===== src/rtl/kbc_pkg.sv =====
package kbc_pkg;

    parameter int BYTE_W = 8;

    typedef enum logic [2:0] {
        IDLE,
        WAIT_CFG,
        WAIT_OPORT,
        WAIT_KB_OUT,
        WAIT_AUX_OUT,
        WAIT_AUX_SEND
    } pend_e;

    typedef enum logic [1:0] {
        SRC_NONE,
        SRC_INT,
        SRC_KB,
        SRC_AUX
    } src_e;

    localparam logic [BYTE_W-1:0] OP_RD_CFG    = 8'h20;
    localparam logic [BYTE_W-1:0] OP_WR_CFG    = 8'h60;
    localparam logic [BYTE_W-1:0] OP_AUX_OFF   = 8'hA7;
    localparam logic [BYTE_W-1:0] OP_AUX_ON    = 8'hA8;
    localparam logic [BYTE_W-1:0] OP_KB_OFF    = 8'hAD;
    localparam logic [BYTE_W-1:0] OP_KB_ON     = 8'hAE;
    localparam logic [BYTE_W-1:0] OP_WR_OPORT  = 8'hD1;
    localparam logic [BYTE_W-1:0] OP_WR_KB_OUT = 8'hD2;
    localparam logic [BYTE_W-1:0] OP_WR_AUXOUT = 8'hD3;
    localparam logic [BYTE_W-1:0] OP_AUX_SEND  = 8'hD4;

    localparam int ST_FULL    = 0;
    localparam int ST_SYS     = 2;
    localparam int ST_CMDLAST = 3;
    localparam int ST_UNLOCK  = 4;
    localparam int ST_AUXFULL = 5;

    localparam int CF_KBIE   = 0;
    localparam int CF_AUXIE  = 1;
    localparam int CF_SYS    = 2;
    localparam int CF_KBDIS  = 4;
    localparam int CF_AUXDIS = 5;
    localparam int CF_XLAT   = 6;

    localparam logic [BYTE_W-1:0] CFG_AT_RESET =
        BYTE_W'((1 << CF_KBIE) | (1 << CF_SYS) | (1 << CF_XLAT));

    function automatic logic op_known(input logic [BYTE_W-1:0] op);
        return (op == OP_RD_CFG)   || (op == OP_WR_CFG)    ||
               (op == OP_AUX_OFF)  || (op == OP_AUX_ON)    ||
               (op == OP_KB_OFF)   || (op == OP_KB_ON)     ||
               (op == OP_WR_OPORT) || (op == OP_WR_KB_OUT) ||
               (op == OP_WR_AUXOUT) || (op == OP_AUX_SEND);
    endfunction

endpackage


===== src/rtl/kbc_cmd_fsm.sv =====
module kbc_cmd_fsm
    import kbc_pkg::*;
(
    input  logic              clk,
    input  logic              rst_n,
    input  logic              cmd_wr,
    input  logic              dat_wr,
    input  logic [BYTE_W-1:0] wdata,
    output logic              kbie,
    output logic              auxie,
    output logic              sys_flag,
    output logic              cmd_last,
    output logic              ld_req,
    output logic [BYTE_W-1:0] ld_data,
    output logic              ld_aux,
    output logic              kb_send,
    output logic              aux_send,
    output logic              err_q
);

    pend_e             pend_q, pend_d;
    logic [BYTE_W-1:0] cfg_q, cfg_d;
    logic              sys_q, sys_d;
    logic              cl_q, cl_d;
    logic              err_d;

    // State register process
    always_ff @(posedge clk) begin
        if (!rst_n) begin
            pend_q <= IDLE;
            cfg_q  <= CFG_AT_RESET;
            sys_q  <= 1'b1;
            cl_q   <= 1'b1;
            err_q  <= 1'b0;
        end else begin
            pend_q <= pend_d;
            cfg_q  <= cfg_d;
            sys_q  <= sys_d;
            cl_q   <= cl_d;
            err_q  <= err_d;
        end
    end

    // Next-state process: ARM, HOLD and FIRE transitions
    always_comb begin
        pend_d = pend_q;
        cfg_d  = cfg_q;
        sys_d  = sys_q;
        cl_d   = cl_q;
        if (cmd_wr) begin
            cl_d = 1'b1;
            unique case (wdata)
                OP_WR_CFG:    pend_d = WAIT_CFG;
                OP_WR_OPORT:  pend_d = WAIT_OPORT;
                OP_WR_KB_OUT: pend_d = WAIT_KB_OUT;
                OP_WR_AUXOUT: pend_d = WAIT_AUX_OUT;
                OP_AUX_SEND:  pend_d = WAIT_AUX_SEND;
                OP_AUX_OFF:   cfg_d[CF_AUXDIS] = 1'b1;
                OP_AUX_ON:    cfg_d[CF_AUXDIS] = 1'b0;
                OP_KB_OFF:    cfg_d[CF_KBDIS]  = 1'b1;
                OP_KB_ON:     cfg_d[CF_KBDIS]  = 1'b0;
                default:      pend_d = pend_q;
            endcase
        end else if (dat_wr) begin
            cl_d   = 1'b0;
            pend_d = IDLE;
            if (pend_q == WAIT_CFG) begin
                cfg_d = wdata;
                sys_d = wdata[CF_SYS];
            end
        end
    end

    // Output process
    always_comb begin
        ld_req   = 1'b0;
        ld_data  = wdata;
        ld_aux   = 1'b0;
        kb_send  = 1'b0;
        aux_send = 1'b0;
        err_d    = 1'b0;
        if (cmd_wr) begin
            if (wdata == OP_RD_CFG) begin
                ld_req  = 1'b1;
                ld_data = cfg_q;
            end
            err_d = !op_known(wdata);
        end else if (dat_wr) begin
            unique case (pend_q)
                IDLE:          kb_send  = 1'b1;
                WAIT_AUX_SEND: aux_send = 1'b1;
                WAIT_KB_OUT:   ld_req   = 1'b1;
                WAIT_AUX_OUT: begin
                    ld_req = 1'b1;
                    ld_aux = 1'b1;
                end
                WAIT_OPORT:    err_d = !wdata[0];
                WAIT_CFG:      err_d = 1'b0;
                default:       err_d = 1'b0;
            endcase
        end
    end

    assign kbie     = cfg_q[CF_KBIE];
    assign auxie    = cfg_q[CF_AUXIE];
    assign sys_flag = sys_q;
    assign cmd_last = cl_q;

    // any data write ends in IDLE
    a_r10_fire_to_idle: assert property (@(posedge clk) disable iff (!rst_n)
        dat_wr |=> (pend_q == IDLE));

    // rejected code keeps pending state and configuration
    a_r11_hold_on_bad: assert property (@(posedge clk) disable iff (!rst_n)
        (cmd_wr && !op_known(wdata)) |=> ($stable(pend_q) && $stable(cfg_q) && err_q));

    // configuration write lands and mirrors self-test bit
    a_r7_cfg_write: assert property (@(posedge clk) disable iff (!rst_n)
        (dat_wr && pend_q == WAIT_CFG) |=>
            (cfg_q == $past(wdata) && sys_q == $past(wdata[CF_SYS])));

endmodule


===== src/rtl/kbc_outbuf.sv =====
module kbc_outbuf
    import kbc_pkg::*;
(
    input  logic              clk,
    input  logic              rst_n,
    input  logic              ld_req,
    input  logic [BYTE_W-1:0] ld_data,
    input  logic              ld_aux,
    input  logic              host_take,
    input  logic              kbie,
    input  logic              auxie,
    input  logic              kb_rx_valid,
    input  logic [BYTE_W-1:0] kb_rx_data,
    input  logic              aux_rx_valid,
    input  logic [BYTE_W-1:0] aux_rx_data,
    output logic              kb_rx_ready,
    output logic              aux_rx_ready,
    output logic [BYTE_W-1:0] out_q,
    output logic              full_q,
    output logic              auxf_q,
    output logic              kb_irq_q,
    output logic              aux_irq_q
);

    src_e              src;
    logic              room;
    logic [BYTE_W-1:0] nxt_byte;
    logic              nxt_aux;

    assign room         = !full_q || host_take;
    assign kb_rx_ready  = room && !ld_req;
    assign aux_rx_ready = room && !ld_req && !kb_rx_valid;

    always_comb begin
        if (ld_req)                           src = SRC_INT;
        else if (kb_rx_valid && kb_rx_ready)  src = SRC_KB;
        else if (aux_rx_valid && aux_rx_ready) src = SRC_AUX;
        else                                  src = SRC_NONE;
    end

    always_comb begin
        nxt_byte = out_q;
        nxt_aux  = 1'b0;
        unique case (src)
            SRC_INT: begin
                nxt_byte = ld_data;
                nxt_aux  = ld_aux;
            end
            SRC_KB:  nxt_byte = kb_rx_data;
            SRC_AUX: begin
                nxt_byte = aux_rx_data;
                nxt_aux  = 1'b1;
            end
            default: nxt_aux = 1'b0;
        endcase
    end

    always_ff @(posedge clk) begin
        if (!rst_n) begin
            out_q     <= '0;
            full_q    <= 1'b0;
            auxf_q    <= 1'b0;
            kb_irq_q  <= 1'b0;
            aux_irq_q <= 1'b0;
        end else begin
            kb_irq_q  <= 1'b0;
            aux_irq_q <= 1'b0;
            if (src != SRC_NONE) begin
                out_q     <= nxt_byte;
                full_q    <= 1'b1;
                auxf_q    <= nxt_aux;
                kb_irq_q  <= !nxt_aux && kbie;
                aux_irq_q <= nxt_aux && auxie;
            end else if (host_take) begin
                full_q <= 1'b0;
                auxf_q <= 1'b0;
            end
        end
    end

    // a read with nothing to refill empties the buffer
    a_r4_read_empties: assert property (@(posedge clk) disable iff (!rst_n)
        (host_take && !ld_req && !kb_rx_valid && !aux_rx_valid) |=> (!full_q && !auxf_q));

    // auxiliary byte marks both full flags
    a_r2_aux_marks: assert property (@(posedge clk) disable iff (!rst_n)
        (aux_rx_valid && aux_rx_ready) |=> (full_q && auxf_q && out_q == $past(aux_rx_data)));

endmodule


===== src/rtl/kbc_tx_slot.sv =====
module kbc_tx_slot
    import kbc_pkg::*;
(
    input  logic              clk,
    input  logic              rst_n,
    input  logic              send,
    input  logic [BYTE_W-1:0] send_data,
    input  logic              tx_ready,
    output logic              tx_valid,
    output logic [BYTE_W-1:0] tx_data
);

    always_ff @(posedge clk) begin
        if (!rst_n) begin
            tx_valid <= 1'b0;
            tx_data  <= '0;
        end else if (send) begin
            tx_valid <= 1'b1;
            tx_data  <= send_data;
        end else if (tx_valid && tx_ready) begin
            tx_valid <= 1'b0;
        end
    end

    // an untaken byte stays put
    a_r12_tx_hold: assert property (@(posedge clk) disable iff (!rst_n)
        (tx_valid && !tx_ready && !send) |=> (tx_valid && $stable(tx_data)));

endmodule


===== src/rtl/kbc_host_front.sv =====
module kbc_host_front
    import kbc_pkg::*;
(
    input  logic              clk,
    input  logic              rst_n,
    input  logic              host_wr,
    input  logic              host_rd,
    input  logic              host_sel,
    input  logic [BYTE_W-1:0] host_wdata,
    output logic [BYTE_W-1:0] host_rdata,
    input  logic              kb_rx_valid,
    input  logic [BYTE_W-1:0] kb_rx_data,
    output logic              kb_rx_ready,
    output logic              kb_tx_valid,
    output logic [BYTE_W-1:0] kb_tx_data,
    input  logic              kb_tx_ready,
    input  logic              aux_rx_valid,
    input  logic [BYTE_W-1:0] aux_rx_data,
    output logic              aux_rx_ready,
    output logic              aux_tx_valid,
    output logic [BYTE_W-1:0] aux_tx_data,
    input  logic              aux_tx_ready,
    output logic              kb_irq,
    output logic              aux_irq,
    output logic              cmd_err
);

    localparam int NCH = 2;

    logic              cmd_wr, dat_wr, host_take;
    logic              kbie, auxie, sys_flag, cmd_last;
    logic              ld_req, ld_aux;
    logic [BYTE_W-1:0] ld_data;
    logic              kb_send, aux_send;
    logic [BYTE_W-1:0] out_byte;
    logic              full, auxf;
    logic [BYTE_W-1:0] status;

    logic              ch_send  [NCH];
    logic              ch_ready [NCH];
    logic              ch_valid [NCH];
    logic [BYTE_W-1:0] ch_data  [NCH];

    assign cmd_wr    = host_wr && host_sel;
    assign dat_wr    = host_wr && !host_sel;
    assign host_take = host_rd && !host_sel;

    kbc_cmd_fsm u_fsm (
        .clk      (clk),
        .rst_n    (rst_n),
        .cmd_wr   (cmd_wr),
        .dat_wr   (dat_wr),
        .wdata    (host_wdata),
        .kbie     (kbie),
        .auxie    (auxie),
        .sys_flag (sys_flag),
        .cmd_last (cmd_last),
        .ld_req   (ld_req),
        .ld_data  (ld_data),
        .ld_aux   (ld_aux),
        .kb_send  (kb_send),
        .aux_send (aux_send),
        .err_q    (cmd_err)
    );

    kbc_outbuf u_obuf (
        .clk          (clk),
        .rst_n        (rst_n),
        .ld_req       (ld_req),
        .ld_data      (ld_data),
        .ld_aux       (ld_aux),
        .host_take    (host_take),
        .kbie         (kbie),
        .auxie        (auxie),
        .kb_rx_valid  (kb_rx_valid),
        .kb_rx_data   (kb_rx_data),
        .aux_rx_valid (aux_rx_valid),
        .aux_rx_data  (aux_rx_data),
        .kb_rx_ready  (kb_rx_ready),
        .aux_rx_ready (aux_rx_ready),
        .out_q        (out_byte),
        .full_q       (full),
        .auxf_q       (auxf),
        .kb_irq_q     (kb_irq),
        .aux_irq_q    (aux_irq)
    );

    assign ch_send[0]  = kb_send;
    assign ch_send[1]  = aux_send;
    assign ch_ready[0] = kb_tx_ready;
    assign ch_ready[1] = aux_tx_ready;

    for (genvar g = 0; g < NCH; g++) begin : g_tx
        kbc_tx_slot u_slot (
            .clk       (clk),
            .rst_n     (rst_n),
            .send      (ch_send[g]),
            .send_data (host_wdata),
            .tx_ready  (ch_ready[g]),
            .tx_valid  (ch_valid[g]),
            .tx_data   (ch_data[g])
        );
    end

    assign kb_tx_valid  = ch_valid[0];
    assign kb_tx_data   = ch_data[0];
    assign aux_tx_valid = ch_valid[1];
    assign aux_tx_data  = ch_data[1];

    always_comb begin
        status              = '0;
        status[ST_FULL]     = full;
        status[ST_SYS]      = sys_flag;
        status[ST_CMDLAST]  = cmd_last;
        status[ST_UNLOCK]   = 1'b1;
        status[ST_AUXFULL]  = auxf;
    end

    assign host_rdata = host_sel ? status : out_byte;

    // command write sets command-last, data write clears it
    a_r6_cmdlast_set: assert property (@(posedge clk) disable iff (!rst_n)
        cmd_wr |=> status[ST_CMDLAST]);
    a_r6_cmdlast_clr: assert property (@(posedge clk) disable iff (!rst_n)
        dat_wr |=> !status[ST_CMDLAST]);

    // a keyboard pulse always comes with a keyboard-sourced full buffer
    a_r3_kb_irq_flags: assert property (@(posedge clk) disable iff (!rst_n)
        kb_irq |-> (status[ST_FULL] && !status[ST_AUXFULL]));
    a_r3_aux_irq_flags: assert property (@(posedge clk) disable iff (!rst_n)
        aux_irq |-> (status[ST_FULL] && status[ST_AUXFULL]));

    // an accepted keyboard byte is what the host then sees
    a_r5_kb_capture: assert property (@(posedge clk) disable iff (!rst_n)
        (kb_rx_valid && kb_rx_ready) |=> (out_byte == $past(kb_rx_data)));

    // the auxiliary channel never wins while the keyboard waits
    a_r4_kb_first: assert property (@(posedge clk) disable iff (!rst_n)
        kb_rx_valid |-> !aux_rx_ready);

endmodule


===== config.mk =====
export PLATFORM = sky130hd
export DESIGN_NAME = kbc_host_front
export DESIGN_NICKNAME = d
export VERILOG_FILES = /design/src/rtl/kbc_pkg.sv /design/src/rtl/kbc_cmd_fsm.sv /design/src/rtl/kbc_outbuf.sv /design/src/rtl/kbc_tx_slot.sv /design/src/rtl/kbc_host_front.sv
export SDC_FILE = /design/constraint.sdc
export NUM_CORES = 1
export LEC_CHECK = 0
export BUFFER_PORTS_ARGS = -buffer_cell sky130_fd_sc_hd__buf_2
export CAP_MARGIN = 20
export CORE_UTILIZATION = 42
export DETAILED_ROUTE_END_ITERATION = 7
export PLACE_DENSITY_LB_ADDON = 0.1
export SYNTH_ARGS = -nofsm -noshare
export SYNTH_HDL_FRONTEND = slang
export SYNTH_SLANG_ARGS = --single-unit

===== constraint.sdc =====
create_clock -name clk -period 2.3 [get_ports clk]
set_clock_uncertainty 0.2 [all_clocks]
set_input_delay 0.345 -clock clk [delete_from_list [all_inputs] [get_ports clk]]
set_output_delay 0.345 -clock clk [all_outputs]
set_load 0.02 [all_outputs]

==> metrics.cfg, run 1 <==
[sta]
setup_tns_ps = 0
grt_setup_unrepaired = false
slew_headroom_pct = 63.7
slew_violations = 0
period_minus_slack_ps = 2140
max_freq_mhz = 467
setup-violations-final = 0
final-hold-violation-count = 0
post-route-period-util_pct = 93.0
worst_slew_pin_slew_ps = 545

[flow_run]
cap_violations = 0

[routing]
wl_met1_um = 2880
highest_layer = met4
drtIter0Drc = 118
wl_per_cell_um = 14.2
drcViolationCount = 0
drt-total-wl_um = 5660
postRouteAntennaNets = 0
viasPerCell = 5.28
wl_met3_um = 309
drt-pass1-iter-count = 4
wl_met2_um = 2420
vias = 2105

[clock_tree]
cts-root-buf = clkbuf_8
ctsHoldBuffers = 0
numCtsBuffers = 5
clkLatencyLatePin_ps = 290
cts_num_sinks = 43
cts_max_level = 2
cts_tree = built
clockBufferDepth = 2
clk_pin_slew_worst_paths_ps = 90

[die]
io_pins = 64
core_region_area_sq_um = 4850
dieArea_sq_um = 5480
rows = 25
die_x_um = 74.0
start_util_pct = 44.9
fp.dieH_um = 74.0

[synthesis]
ys_seq_area_share_pct = 39.5
synth_cell_types = 53
synth_seq_cells = 43
synthesis.nets = 294
avgSynthCellArea_sq_um = 8.35
ys_warn_count = 0
synth_ff_type = dfxtp_1
synth-edff-count = 0
synth.cell_area_sq_um = 2180
async_flop_share_pct = 0
synthCells = 261

[pwr]
powerDensity_nw_per_um2 = 600
p_leak_nw = 1.25
vdd_drop_max_uv = 304

[placed_design]
place_hpwl_um = 4140
routabilityCongestion = 0.870
io_buffers = 63
placed_cells = 390

[worst_setup_path]
cp_top_family = simple AND/OR/NAND/NOR gates
cp.arrival_ps = 1590
slowest_stage = dfxtp_1
crit_required_ps = 1750
critPathBufInv = 1
crit_path_max_incr_delay_ps = 400
cp_cell_sequence = and3b_1 -> o21ai_4 -> nand3_4 -> nor2_1 -> buf_2
start_kind = register
critPathKind = register to output pin
cp-end-kind = output pin
cp_max_fo = 9

[cells_and_area]
nets = 364
area_delta_synth_final_pct = 26.4
drive_gt1_share_pct = 31.9
layout.cells.non_filler = 399
most-common-layout-cells = 63 x buf_2, 42 x dfxtp_1, 25 x nor2_1, 20 x nand2_1, 20 x a21oi_1
final_common_cell = buf_2
antenna_cells = 0

[global_route]
grt_use_total_pct = 21.5
grt-ovfl-total = 0
grt_max_degree = 33
antenna_found_initial = 0
grt_pass1_wl_um = 8940
grt_pass1_vias = 1862

[status]
outcome = completed

[hold_path]
hp-class = input pin to register

-- cell families (layout without fill, tap and decap cells) --
group,Yosys count,in the layout,synth area share (%)
mux,6,6,2.99
simple gates,102,102,25.2
flops,43,43,39.5
buf+inv,27,98,5.00
compound gates,81,81,26.5
xor+xnor,2,2,0.804
-- where the power goes --
group	switching [mW]	leakage [nW]	internal (mW)
Sequential	0.0156	0.351	0.773
Clock	0.272	0.0581	0.324
Combinational	0.157	0.843	0.111
-- routing by layer --
layer | GRT usage [%] | vias to the layer above
met5 | 0 | -
met4 | 5.13 | 0
met3 | 4.20 | 4
met2 | 34.1 | 71
met1 | 30.2 | 953
li1 | - | 1077
-- metrics by stage --
step | area [sq um] | util (%) | setup slack (ps) | hold WS (ps) | total power [mW]
3_5_place_dp | 2620 | 54.0 | 156 | 257 | 1.07
4_1_cts | 2740 | 56.5 | 26.5 | 103 | 1.67
2_1_floorplan | 2180 | - | 352 | 224 | 0.970
3_3_place_gp | 2620 | 54.0 | 202 | 251 | 1.07
5_1_grt | 2750 | 56.8 | 28.2 | 133 | 1.73
6_report | 2750 | 56.8 | 161 | 111 | 1.65
-- registers in the layout, indices dropped and copies added (netlist names), 2 cells and up --
signal and cells:
g_tx.u_slot.tx_data 16, u_fsm.cfg_q 8, u_obuf.out_q 8, u_fsm.pend_q 3, g_tx.u_slot.tx_valid 2
-- synth_stat cells (6+ instances only) --
| library cell | count | share of area, % |
|---|---|---|
| a21oi_1 | 20 | 4.6 |
| clkbuf_1 | 11 | 1.9 |
| a22oi_1 | 8 | 2.8 |
| o21ai_0 | 11 | 2.5 |
| nor2_1 | 25 | 4.3 |
| a21boi_0 | 13 | 4.5 |
| inv_1 | 11 | 1.9 |
| o221a_2 | 6 | 3.1 |
| nand3_1 | 13 | 3.0 |
| nor2b_1 | 15 | 4.3 |
| dfxtp_1 | 43 | 40 |
| nand2_1 | 20 | 3.4 |
-- final cells by class --
| class | count | area [sq um] |
|---|---|---|
| fill | 446 | 2100 |
| clock inverter | 3 | 43.8 |
| clock buffer | 5 | 68.8 |
| sequential | 43 | 862 |
| timing repair buffer | 78 | 428 |
| multi-input combinational | 191 | 1220 |
| tap | 67 | 83.8 |
| inverter | 12 | 45.0 |
-- worst paths after layout --
check / startpoint / to / slack, ps / depth (start not counted)
max reg2reg: u_fsm.pend_q[2] / u_obuf.out_q[2] / 390 / 4
min reg2reg: g_tx[0].u_slot.tx_data[0] / g_tx[0].u_slot.tx_data[0] / 260 / 2
max: u_fsm.pend_q[2] / aux_rx_ready / 160 / 5
min: kb_tx_ready / g_tx[0].u_slot.tx_valid / 110 / 3
-- worst min-delay path: cells and delay by family --
kind,cells,cell delay [ps]
simple gates,1,80
compound gates,1,70
buf+inv,1,70
-- timing repair --
| action | CTS | global route |
|---|---|---|
| setup buffers | 0 | 1 |
| resized for setup | 1 | 2 |
| endpoints found under the setup margin | 1 | 2 |
| pin swaps | 0 | 1 |
(Power assumes the default switching activity.)
==> run 2, diff against run 1 <==
--- a/config.mk
+++ b/config.mk
@@ -5,8 +5,8 @@
 export SDC_FILE = /design/constraint.sdc
 export NUM_CORES = 1
 export LEC_CHECK = 0
+export ABC_AREA = 1
 export BUFFER_PORTS_ARGS = -buffer_cell sky130_fd_sc_hd__buf_2
-export CAP_MARGIN = 20
 export CORE_UTILIZATION = 42
 export DETAILED_ROUTE_END_ITERATION = 7
 export PLACE_DENSITY_LB_ADDON = 0.1
==> run 2 against run 1 <==
Sequential cell count did not move. Worst setup slack improved by 78 ps. First-iteration DRC count shrank 21%. Utilization is 3.0 points lower. Combinational power grew 16%. Sequential power rose by 0.9%. Non-clock buffer count fell by 13. Area after synthesis rose by 7.1%. Final cell count up 18%. Global-route usage increased by 0.056 points.
==> metrics.cfg, run 2 <==
[clock_tree]
ctsHoldBuffers = 0
cts_num_sinks = 43
cts-root-buf = clkbuf_8
cts_max_level = 2
ctsResizeCount = 0
numCtsBuffers = 5
clk_pin_slew_worst_paths_ps = 80
cts_setup_buffers = 0
cts_tree = built
clockBufferDepth = 2
clkLatencyLatePin_ps = 310

[cells_and_area]
largestRegisters = g_tx.u_slot.tx_data x16, u_fsm.cfg_q x8, u_obuf.out_q x8
area_delta_synth_final_pct = 20.8
antenna_cells = 0
nets = 431
final_common_cell = nand2_1
drive_gt1_share_pct = 27.6
largest_reg_flops = 16
most-common-layout-cells = 76 x nand2_1, 63 x buf_2, 43 x dfxtp_1, 35 x inv_1
nFillCells = 540
top_register = g_tx.u_slot.tx_data

[worst_setup_path]
crit-reg2reg-capture = g_tx[0].u_slot.tx_data[3]
cp_top_family = simple AND/OR/NAND/NOR gates
start_kind = register
critPathKind = register to output pin
crit_path_max_incr_delay_ps = 360
critPathBufInv = 2
reg2reg_depth = 7
cp_max_fo = 5
slowest_stage = dfxtp_1
cp-end-kind = output pin
cp_cell_sequence = inv_1 -> nand2_1 -> nand3_4 -> nand3_4 -> nor2_4 -> buf_2
path_common_cell = nand3_4
cp.arrival_ps = 1520
rrSetupSlack_ps = 590
crit_required_ps = 1750
r2r-start = u_fsm.pend_q[2]

[hold_path]
whs_path_depth = 4
hp-class = input pin to register
hp-start = kb_tx_ready
hold_path_end = g_tx[0].u_slot.tx_valid

[placed_design]
io_buffers = 63
place_hpwl_um = 4370
routabilityCongestion = 0.772

[routing]
wl_met2_um = 2700
viasPerCell = 4.90
drcViolationCount = 0
wl_met1_um = 2850
wl_per_cell_um = 12.6
postRouteAntennaNets = 0
drtIter0Drc = 93
drt-pass1-iter-count = 4
wl_met3_um = 276
highest_layer = met4
drt-total-wl_um = 5920
vias = 2299

[synthesis]
async_flop_share_pct = 0
yosysTopAreaCellShare_pct = 36.9
synth_common_cells = 76 x nand2_1, 43 x dfxtp_1, 35 x inv_1
synth-edff-count = 0
synth_top_cell_by_area = dfxtp_1
synthCells = 333
ys_seq_area_share_pct = 36.9
synth_cell_types = 31
synth_seq_cells = 43
synth_ff_type = dfxtp_1
synth.cell_area_sq_um = 2330
yosysMostFrequentCell = nand2_1
ys_warn_count = 0
synthesis.nets = 366
synth_area_leaders = dfxtp_1 37%, nand2_1 12%, a21oi_1 6.2%
avgSynthCellArea_sq_um = 7.01

[pwr]
p_leak_nw = 1.43
vdd_drop_max_uv = 310
powerDensity_nw_per_um2 = 608
power.total_mw = 1.71

[global_route]
grt-ovfl-total = 0
antenna_found_initial = 0
grt_use_total_pct = 21.6
grt_pass1_vias = 2059
grt_max_degree = 34
grt_pass1_wl_um = 9960

[die]
rows = 26
core_region_area_sq_um = 5240
die_x_um = 76.5
fp.dieH_um = 76.5
io_pins = 64
start_util_pct = 44.6
dieArea_sq_um = 5860

[sta]
setup_tns_ps = 0
grt_setup_unrepaired = false
setup-violations-final = 0
slew_headroom_pct = 61.7
period_minus_slack_ps = 2060
worst_slew_pin_slew_ps = 573
final-hold-violation-count = 0
post-route-period-util_pct = 89.6
slew_violations = 0
max_freq_mhz = 485

[status]
outcome = completed

[flow_run]
cap_violations = 0

## run 2: cell count changes in the layout (fill, tap and decap cells not counted), moves of 13 or more
cell,change
inv_1,+24
nand2_1,+56
o21ai_0,+17
a21boi_0,-13
buf_4,-13
nor2b_1,-15
## run 2: worst reg2reg max path, cell delays in order, from the launching register on
cell     delay (ps)
dfxtp_1         360
inv_1           140
nand2_1          80
nor2_1          150
nand2_1         130
inv_1           330
o21ai_0         130
a21oi_1         140
## run 2: worst max-delay path by stage
stage,startpoint,endpoint,slack [ps],depth (start not counted)
finish,u_fsm.pend_q[2],aux_rx_ready,240,6
global route,u_fsm.pend_q[2],aux_rx_ready,140,6
floorplan,host_sel,kb_rx_ready,690,5
global placement,host_sel,aux_rx_ready,370,7
CTS,u_fsm.pend_q[2],aux_rx_ready,230,6
detailed placement,host_sel,aux_rx_ready,340,7
## run 2: cells by family (layout without fill, tap and decap cells)
kind of cell | Yosys count | after routing | share of synthesized area (%)
and+or+nand+nor | 166 | 166 | 37.3
DFF | 43 | 43 | 36.9
buffers and inverters | 52 | 118 | 9.65
AOI/OAI and AO/OA | 72 | 72 | 16.2
## run 2: power by group
part	switching, mW	internal, mW
sequential	0.0171	0.779
clock	0.284	0.323
combinational	0.205	0.105
## run 2: cell type report
type                    instances  area [sq um]  share of cell area (%)
well taps                      70          87.6                    3.11
multi-input cells             238          1250                    44.3
inverters                      45           179                    6.35
clock buffers                   5          68.8                    2.44
clock inverters                 3          43.8                    1.55
flip-flops and latches         43           861                    30.6
repair buffers                 65           330                    11.7
## run 2: routing by layer
layer | up-vias | global-route usage [%]
li1 | 1210 | -
met1 | 1029 | 29.4
met2 | 53 | 33.5
met3 | 7 | 4.55
met4 | 0 | 7.50
met5 | - | 0
## run 2: per-stage QoR
| stage | instance area (sq um) | cells | hold WS, ps | util (%) | setup WS (ps) |
|---|---|---|---|---|---|
| 4_1_cts | 2820 | 469 | 81.0 | 53.8 | 227 |
| 2_1_floorplan | 2330 | 333 | 227 | - | 692 |
| 3_5_place_dp | 2710 | 461 | 254 | 51.6 | 340 |
| 3_3_place_gp | 2710 | 461 | 246 | 51.6 | 369 |
| 5_1_grt | 2820 | 469 | 109 | 53.8 | 140 |
| 6_report | 2820 | 469 | 78.4 | 53.8 | 239 |
==> run 3, diff against run 2 <==
--- a/config.mk
+++ b/config.mk
@@ -5,9 +5,10 @@
 export SDC_FILE = /design/constraint.sdc
 export NUM_CORES = 1
 export LEC_CHECK = 0
-export ABC_AREA = 1
 export BUFFER_PORTS_ARGS = -buffer_cell sky130_fd_sc_hd__buf_2
-export CORE_UTILIZATION = 42
+export CELL_PAD_IN_SITES_DETAIL_PLACEMENT = 0
+export CELL_PAD_IN_SITES_GLOBAL_PLACEMENT = 2
+export CORE_UTILIZATION = 29
 export DETAILED_ROUTE_END_ITERATION = 7
 export PLACE_DENSITY_LB_ADDON = 0.1
 export SYNTH_ARGS = -nofsm -noshare
==> run 3 against run 2 <==
Largest cell class unchanged. Routed wire length rose by 9.0%. First-iteration DRC count rose by 25%. Highest routed layer unchanged. Via count fell by 6.6%. Utilization fell by 15 points. Clock power fell by 16%. Critical path depth fell by 1. Register-to-register slack got worse by 270 ps. Combinational power fell by 8.4%. Critical endpoint unchanged.
==> metrics.cfg, run 3 (synthesized netlist as in run 1, its figures left out) <==
[hold_path]
hold_path_end = g_tx[0].u_slot.tx_valid
whs_path_depth = 3
hp-class = input pin to register
hp-start = kb_tx_ready

[global_route]
grt_use_total_pct = 17.2
grt_pass1_vias = 1913
grt_pass1_wl_um = 10200
grt-ovfl-total = 0
antenna_found_initial = 0
grt_max_degree = 26

[routing]
vias = 2147
viasPerCell = 4.92
drtIter0Drc = 116
wl_per_cell_um = 14.8
drt-pass1-iter-count = 4
postRouteAntennaNets = 0
drt-total-wl_um = 6450
drcViolationCount = 0

[sta]
period_minus_slack_ps = 2100
post-route-period-util_pct = 91.5
slew_violations = 0
setup_tns_ps = 0
worst_slew_pin_slew_ps = 502
final-hold-violation-count = 0
grt_setup_unrepaired = false
max_freq_mhz = 475
setup-violations-final = 0
slew_headroom_pct = 66.5

[cells_and_area]
finish.utilization_pct = 38.6
largest_reg_flops = 16
largestRegisters = g_tx.u_slot.tx_data x16, u_fsm.cfg_q x8, u_obuf.out_q x8
nFillCells = 827
nets = 369
drive_gt1_share_pct = 32.3
multi_input_area_sq_um = 1210
area_delta_synth_final_pct = 28.4
top_register = g_tx.u_slot.tx_data
most-common-layout-cells = 63 x buf_2, 43 x dfxtp_1, 25 x nor2_1
final_common_cell = buf_2
seq_area_sq_um = 861
antenna_cells = 0

[clock_tree]
cts_setup_buffers = 0
clockBufferDepth = 2
cts_num_sinks = 43
numCtsBuffers = 5
cts-root-buf = clkbuf_8
clkLatencyLatePin_ps = 310
cts_tree = built
ctsHoldBuffers = 0
ctsResizeCount = 0
cts_max_level = 2
clk_pin_slew_worst_paths_ps = 90

[die]
io_pins = 64
dieArea_sq_um = 7860
core_region_area_sq_um = 7250
die_x_um = 88.7
fp.dieH_um = 88.7
rows = 31
start_util_pct = 30.0

[pwr]
power_frac_clock_pct = 32.3
p_int_mw = 1.11
switching_share_pct = 29.9
power.total_mw = 1.58
vdd_drop_max_uv = 188
power_frac_seq_pct = 49.8
p_sw_uw = 473
p_leak_nw = 1.25
comb_power_share_pct = 17.9
powerDensity_nw_per_um2 = 565

[flow_run]
cap_violations = 0

[worst_setup_path]
critPathKind = register to output pin
crit-reg2reg-capture = u_fsm.cfg_q[4]
crit_required_ps = 1750
rrSetupSlack_ps = 320
crit_path_max_incr_delay_ps = 380
reg2reg_depth = 6
cp_max_fo = 4
cp-end-kind = output pin
cp_cell_sequence = and3b_1 -> o21ai_4 -> nand3_2 -> nor2_1 -> buf_2
start_kind = register
cp.arrival_ps = 1560
r2r-start = u_fsm.pend_q[1]
slowest_stage = dfxtp_1

[placed_design]
routabilityCongestion = 0.787
place_hpwl_um = 4900
io_buffers = 63

[status]
outcome = completed

## run 3: worst max path at each step
stage / from / end / slack [ps] / depth (start not counted)
finish: u_fsm.pend_q[2] / aux_rx_ready / 200 / 5
global route: host_wdata[4] / aux_rx_ready / 40 / 7
CTS: host_wdata[4] / aux_rx_ready / 180 / 7
detailed placement: host_wdata[4] / u_obuf.out_q[4] / 110 / 8
global placement: host_wdata[4] / u_obuf.out_q[2] / 160 / 8
floorplan: host_wdata[1] / kb_rx_ready / 350 / 5
## run 3: worst max-delay path, delay by kind of cell, from the launching register on
| kind | cells | cell delay [ps] |
|---|---|---|
| AOI/OAI and AO/OA | 1 | 180 |
| buffers and inverters | 1 | 180 |
| DFF | 1 | 380 |
| and+or+nand+nor | 3 | 500 |
## run 3: area by class of cell
| cell class | instances | share of cell area (%) |
|---|---|---|
| clock buffers | 5 | 2.46 |
| clock inverters | 3 | 0.850 |
| inverters | 12 | 1.61 |
| multi-input cells | 191 | 43.2 |
| flip-flops and latches | 43 | 30.8 |
| well taps | 99 | 4.43 |
| repair buffers | 83 | 16.6 |
## run 3: per-layer routing
layer  track usage (%)  up-vias  part of all wire [%]
met5                 0        -                     0
met4              4.40        0                   1.1
met3              3.64        7                   5.9
met2              25.7       63                    41
met1              25.0      990                    52
li1                  -     1087                     -
## run 3: metrics by stage
step	cell area [sq um]	instances	hold WS [ps]	worst slack, ps
detailed placement	2700	428	257	114
global placement	2700	428	252	155
finish	2800	436	93.8	196
CTS	2800	436	98.0	182
floorplan	2180	261	224	352
global route	2800	436	121	36.3
## run 3: power groups by stage
stage | clock network (mW) | registers, mW | logic [mW]
floorplan | 0 | 0.813 | 0.157
global placement | 0 | 0.806 | 0.284
detailed placement | 0 | 0.805 | 0.283
CTS | 0.526 | 0.788 | 0.285
global route | 0.563 | 0.792 | 0.312
finish | 0.510 | 0.788 | 0.283
